<file path="src/rtl/bgshift_pkg.sv">
package bgshift_pkg;
  localparam int TILE_W    = 8;
  localparam int PAT_W     = 2 * TILE_W;
  localparam int PLANES    = 2;
  localparam int PAL_BITS  = 2;
  localparam int TAP_W     = $clog2(TILE_W);
  localparam int PAT_IDX_W = $clog2(PAT_W);
  localparam int IDX_W     = PLANES + PAL_BITS;

  typedef struct packed {
    logic                 clear;
    logic                 load;
    logic [PAT_IDX_W-1:0] patTap;
    logic [TAP_W-1:0]     palTap;
  } shiftCtl_t;
endpackage

</file>
<file path="src/rtl/bgshift_ctrl.sv">
module bgshift_ctrl
  import bgshift_pkg::*;
(
  input  logic             rst,
  input  logic             loadStrobe,
  input  logic [TAP_W-1:0] fineX,
  output shiftCtl_t        ctl
);
  // Reset wins over load; taps count down from the MSB end of each register.
  always_comb begin
    ctl.clear  = rst;
    ctl.load   = loadStrobe & ~rst;
    ctl.patTap = PAT_IDX_W'(PAT_W - 1) - PAT_IDX_W'(fineX);
    ctl.palTap = TAP_W'(TILE_W - 1) - fineX;
  end
endmodule

</file>
<file path="src/rtl/bgshift_dp.sv">
module bgshift_dp
  import bgshift_pkg::*;
(
  input  logic                           clk,
  input  shiftCtl_t                      ctl,
  input  logic [PLANES-1:0][TILE_W-1:0]  patIn,
  input  logic [PAL_BITS-1:0]            palIn,
  input  logic                           renderEn,
  output logic [IDX_W-1:0]               pixelIdx
);
  logic [PAL_BITS-1:0] palLatch;
  logic [PLANES-1:0]   patBit;
  logic [PAL_BITS-1:0] palBit;

  always_ff @(posedge clk) begin
    if (ctl.clear)     palLatch <= '0;
    else if (ctl.load) palLatch <= palIn;
  end


  pal_latch_hold_chk: assert property (@(posedge clk) disable iff (ctl.clear)
    !ctl.load |=> $stable(palLatch));


  strobe_exclusive_chk: assert property (@(posedge clk)
    $onehot0({ctl.clear, ctl.load}));

  for (genvar g = 0; g < PLANES; g++) begin : gPat
    logic [PAT_W-1:0] patSr;
    always_ff @(posedge clk) begin
      if (ctl.clear)     patSr <= '0;
      else if (ctl.load) patSr <= {patSr[PAT_W-2:TILE_W-1], patIn[g]};
      else               patSr <= {patSr[PAT_W-2:0], 1'b0};
    end
    assign patBit[g] = patSr[ctl.patTap];


    load_low_byte_chk: assert property (@(posedge clk) disable iff (ctl.clear)
      ctl.load |=> patSr[TILE_W-1:0] == $past(patIn[g]));
  end

  for (genvar h = 0; h < PAL_BITS; h++) begin : gPal
    logic [TILE_W-1:0] palSr;
    always_ff @(posedge clk) begin
      if (ctl.clear) palSr <= '0;
      else           palSr <= {palSr[TILE_W-2:0], palLatch[h]};
    end
    assign palBit[h] = palSr[ctl.palTap];
  end

  assign pixelIdx = renderEn ? {palBit, patBit} : '0;


  blank_when_off_chk: assert property (@(posedge clk) disable iff (ctl.clear)
    !renderEn |-> pixelIdx == '0);
endmodule

</file>
<file path="src/rtl/bgPixelShifter.sv">
module bgPixelShifter
  import bgshift_pkg::*;
(
  input  logic              clk,
  input  logic              rst,
  input  logic              renderEn,
  input  logic              loadStrobe,
  input  logic [TILE_W-1:0] tilePlane0,
  input  logic [TILE_W-1:0] tilePlane1,
  input  logic [PAL_BITS-1:0] tilePal,
  input  logic [TAP_W-1:0]  fineX,
  output logic [IDX_W-1:0]  pixelIdx
);
  shiftCtl_t ctl;

  bgshift_ctrl i_ctrl (
    .rst        (rst),
    .loadStrobe (loadStrobe),
    .fineX      (fineX),
    .ctl        (ctl)
  );

  bgshift_dp i_dp (
    .clk      (clk),
    .ctl      (ctl),
    .patIn    ({tilePlane1, tilePlane0}),
    .palIn    (tilePal),
    .renderEn (renderEn),
    .pixelIdx (pixelIdx)
  );


  reset_clears_chk: assert property (@(posedge clk)
    rst |=> pixelIdx == '0);
endmodule

</file>
<file path="config.mk">
export PLATFORM = sky130hd
export DESIGN_NAME = bgPixelShifter
export DESIGN_NICKNAME = d
export VERILOG_FILES = /design/src/rtl/bgshift_pkg.sv /design/src/rtl/bgshift_ctrl.sv /design/src/rtl/bgshift_dp.sv /design/src/rtl/bgPixelShifter.sv
export SDC_FILE = /design/constraint.sdc
export NUM_CORES = 1
export LEC_CHECK = 0
export CORE_MARGIN = 1.5
export CORE_UTILIZATION = 30
export CTS_BUF_LIST = sky130_fd_sc_hd__clkbuf_8
export DETAILED_ROUTE_END_ITERATION = 8
export DONT_BUFFER_PORTS = 1
export GPL_TIMING_DRIVEN = 0
export PLACE_DENSITY = 0.48
export RECOVER_POWER = 100
export SLEW_MARGIN = 30
export SYNTH_ARGS = -nofsm -noshare
export SYNTH_HDL_FRONTEND = slang
export SYNTH_HIERARCHICAL = 1
export SYNTH_SLANG_ARGS = --single-unit
export TNS_END_PERCENT = 20
</file>
<file path="constraint.sdc">
create_clock -name clk -period 1.4 [get_ports clk]
set_input_delay 0.28 -clock clk [delete_from_list [all_inputs] [get_ports clk]]
set_output_delay 0.28 -clock clk [all_outputs]
set_load 0.01 [all_outputs]
</file>
==> Word-level counts from Yosys, hierarchy flattened <==
Index checks and enable logic that the tools add are counted.
{ "word_totals": {"regBits": 50, "inputBits": 25, "out_inout_bits": 4, "word_cells": 26} }
{ "op_classes": {"add_sub_neg": 2, "magnitude_cmp": 2, "mux": 11, "n_bitwise": 3, "reduce_logical": 1} }
{ "op_table": {"columns": ["op", "count"], "rows": [
  ["8-bit two-way mux", 2],
  ["1-bit binary-select mux with 4-bit select", 2],
  ["1-bit binary-select mux with 3-bit select", 2],
  ["4-bit by 5-bit less-than comparator with 1-bit output (second input constant)", 1],
  ["3-bit by 4-bit less-than comparator with 1-bit output (second input constant)", 1],
  ["1-bit two-way mux", 4],
  ["4-bit two-way mux", 1],
  ["4-bit by 3-bit subtractor with 4-bit output (first input constant)", 1],
  ["3-bit subtractor (first input constant)", 1],
  ["1-bit inverter", 2],
  ["2-bit OR reduction", 1],
  ["1-bit AND", 1]
]} }

==> Logic depth before layout (Yosys ltp) <==
Gate-level depths: netlist (run 1).
{ "depth": {"depth_word": 4, "ltp_mapped": 8, "mapped_depth_nobuf": 5} }

==> Modules after synthesis <==
The synthesis (run 1) kept the hierarchy.
{ "by_module_without_submodules": {"columns": ["mod", "n_inst", "cells_per_inst", "area_per_inst_um2", "seq_area_each_um2"], "rows": [
  ["bgshift_dp", 1, 170, 1926.8, 1001.0],
  ["bgshift_ctrl", 1, 10, 66.3, 0.0]
]} }

==> Worst setup path after synthesis (run 1) <==
Ideal clock, no wire load.
{ "synth_path": {"kind": "in2out", "from": "input fineX[0]", "to": "output pixelIdx[0]", "arrival_time_ns": 1.328, "required_ns": 1.120, "path_slack_ns": -0.208, "stages": 8, "path_buffers": 3, "cell_sequence": "inv_1 > buf_4 > buf_6 > buf_12 > mux2i_1 > a22oi_1 > nand4_1 > a21boi_1"} }
{ "synth_rtl": {"columns": ["element", "line", "rtl"], "rows": [
  ["start, declared", "bgPixelShifter.sv:11", "input logic [TAP_W-1:0] fineX,"],
  ["end, declared", "bgPixelShifter.sv:12", "output logic [IDX_W-1:0] pixelIdx"]
]} }

==> Worst setup path in the final report (run 1) <==
{ "layout_path": {"from": "register i_dp.gPal[0].palSr[4]", "to": "output pixelIdx[2]"} }
{ "layout_between": {"elab_chain_cells": 3} }
{ "layout_lines": {"columns": ["element", "line", "rtl"], "rows": [
  ["start, declared", "bgshift_dp.sv:43", "logic [TILE_W-1:0] palSr;"],
  ["start signal, assigned", "bgshift_dp.sv:46", "else palSr <= {palSr[TILE_W-2:0], palLatch[h]};"],
  ["1-bit binary-select mux with 3-bit select", "bgshift_dp.sv:48", "assign palBit[h] = palSr[ctl.palTap];"],
  ["1-bit two-way mux (implied by the code)", "bgshift_dp.sv:48", null],
  ["4-bit two-way mux", "bgshift_dp.sv:51", "assign pixelIdx = renderEn ? {palBit, patBit} : '0;"]
]} }
No other way between the ends. The select of a mux whose other input is x is not followed.

==> results of run 1 <==
[repair_timing]
action                                  CTS  global route
hold buffers                              0             0
resized for setup                        10             0
endpoints found under the setup margin    4             4
pin swaps                                 2             1
cloned                                    0             0
buffers inserted                          3             1
[where the power goes]
part	internal (mW)	switching, mW	total, mW
Clock	0.382	0.432	0.813
Combinational	0.0976	0.111	0.209
Sequential	1.45	0.0159	1.47
Total	1.93	0.559	2.49
[layout make-up]
cell class | count | area [um2]
Clock buffer | 6 | 82.6
Buffer | 13 | 85.1
Timing Repair Buffer | 4 | 30.0
Multi-Input combinational cell | 113 | 882
Tap cell | 77 | 96.3
Sequential cell | 50 | 1000
Inverter | 3 | 18.8
Fill cell | 656 | 4190
[cells in the final DEF, fill, tap and decap left out, types with 3 or more instances in the layout]
master and count:
mux2i_1 34, buf_4 7, nand2_1 4, nor2b_1 34, dfxtp_1 49, clkbuf_1 7
nor2_1 17, mux4_2 4, clkbuf_8 6, nand3_1 4, a22oi_1 3
[through the flow]
step / TNS, ns / setup slack, ns / hold slack (ns)
final: -0.652 / -0.206 / 0.131
after global routing: -1.02 / -0.281 / 0.135
after floorplan: -0.467 / -0.188 / 0.427
after global placement: -1.16 / -0.403 / 0.432
after detailed placement: -1.28 / -0.425 / 0.437
after CTS: -0.756 / -0.234 / 0.124
[kinds of logic after synthesis]
kind of cell	synth area share
DFF	0.502
muxes	0.222
other	0.00188
AOI/OAI and AO/OA	0.0251
and+or+nand+nor	0.193
buffers and inverters	0.0559
[layer usage]
layer,wire length [um],global-route usage,share of wire
met5,0,0,0
met2,1830,0.189,0.48
met3,88,0.0265,0.023
met4,59,0.0396,0.015
met1,1870,0.150,0.49
[state kept, by name (all words and copies together) (netlist names)]
name             flops
i_dp/gPal.palSr     16
i_dp/palLatch        2
i_dp/gPat.patSr     32
[worst paths after layout]
check / endpoint
hold / removal: i_dp/gPat[0].patSr[2]
setup reg to reg: i_dp/gPal[0].palSr[5]
hold reg to reg: i_dp/gPat[1].patSr[14]
setup / recovery: pixelIdx[2]
==> results.cfg, run 1 <==
[run_status]
status = complete, but fails checks
violations = setup timing

[cts]
clock-sinks = 50
clockBufferDepth = 2
tritoncts = yes
root_buffer = clkbuf_8
clock_latency_ns = 0.29
numCtsBuffers = 5
clkSlewWorstSetupHoldPaths_ns = 0.08
cts_htree_levels = 2

[yosys]
ys_async_sr_fraction = 0
synth_cells = 180
synth_top_cell_area_share = 0.502
syn-num-nets = 205
synth.avg_cell_area_um2 = 11.1
ys_seq_elements = 50
synth_edf_count = 0
yosysTopAreaCell = dfxtp_1
netlist_area_um2 = 1990
synthDistinctLibCells = 22
yosysWarnings = 6
seq_area_frac_synth = 0.502
synth_area_leaders = dfxtp_1 (50%), mux2i_1 (17%), nor2b_1 (11%)
synth_most_common_cell = dfxtp_1
synth_common_cells = dfxtp_1 (50), nor2b_1 (36), mux2i_1 (34)
ys.flop_type = dfxtp_1

[layout]
syn_to_final_growth_pct = 10.2
layoutNonFillerInstCount = 266
drive_gt1_frac = 0.153
post-route-util = 0.344
stdcell_area_um2 = 2200
nets = 215
n_antenna_cell = 0

[grt]
grt.overflow.total = 0
grt_start_max_net_pins = 14
grt_pass1_wl_mm = 6.40
grt_pass1_vias = 1270
antenna_found_initial = 0
grt_use_total = 0.115

[critical_path]
crit_path_max_incr_delay_ns = 0.45
critical_path_depth = 3
arrival_ns = 1.33
critPathBufInv = 0
critPathLaunch = i_dp/gPal[0].palSr[4]
path_class = flip-flop to output port
start_kind = flip-flop
critPathTopFamily = multiplexers
r2r_cells = 2
cp-end-kind = output port
r2r_start = i_dp/gPal[0].palSr[4]
path_max_fanout = 2
cp_slowest_cell = mux4_2
path_cells = mux4_2, mux2i_1, nor2b_2
required_ns = 1.12
rrSetupSlack_ns = 0.72

[placement]
io_buffers = 0
hpwl_mm = 2.75
gp_congestion = 0.777
post_dp_cell_area_um2 = 2090
dp.cells = 257

[detailed_routing]
drt-total-wl_mm = 3.84
ant_nets = 0
avgRoutedWirePerCell_um = 14.4
drc = 0
first_iter_violations = 78
routed_via_density = 4.53
vias = 1206
drt_first_pass_iters = 2

[pwr]
peakVddDrop_uv = 437
leakage_nw = 0.866
p_per_area_nw_per_um2 = 1130
power.total_mw = 2.49

[die]
die_w_um = 84.5
die_h_um = 84.5
die-area_um2 = 7140
initial_core_util = 0.312
core_area_um2 = 6390
pin_count = 29
rows = 29

[flow_run]
cap_violations = 0

[sta]
report.final.setup_viol = 4
finalMaxSlewViolations = 0
hold_viol = 0
fin_ws_ns = -0.206
rsz0062_at_grt = yes
finClkSkew_ns = 0.00377
tightest_slew_ns = 0.591
maxSlewHeadroom = 0.606
period_share = 1.15
fmax_ghz = 0.623
layout_min_cycle_time_ns = 1.61

[worst_hold_path]
hold_path_depth = 2
worst_hold_path_type = primary input to flip-flop
hp-start = tilePlane0[2]
Power figures use the tool's default switching activity.
==> run 2: changes to the inputs <==
- CAP_MARGIN: unset -> 5
==> results of run 2 <==
Final layout, timing and power as in run 1 (identical DEF).
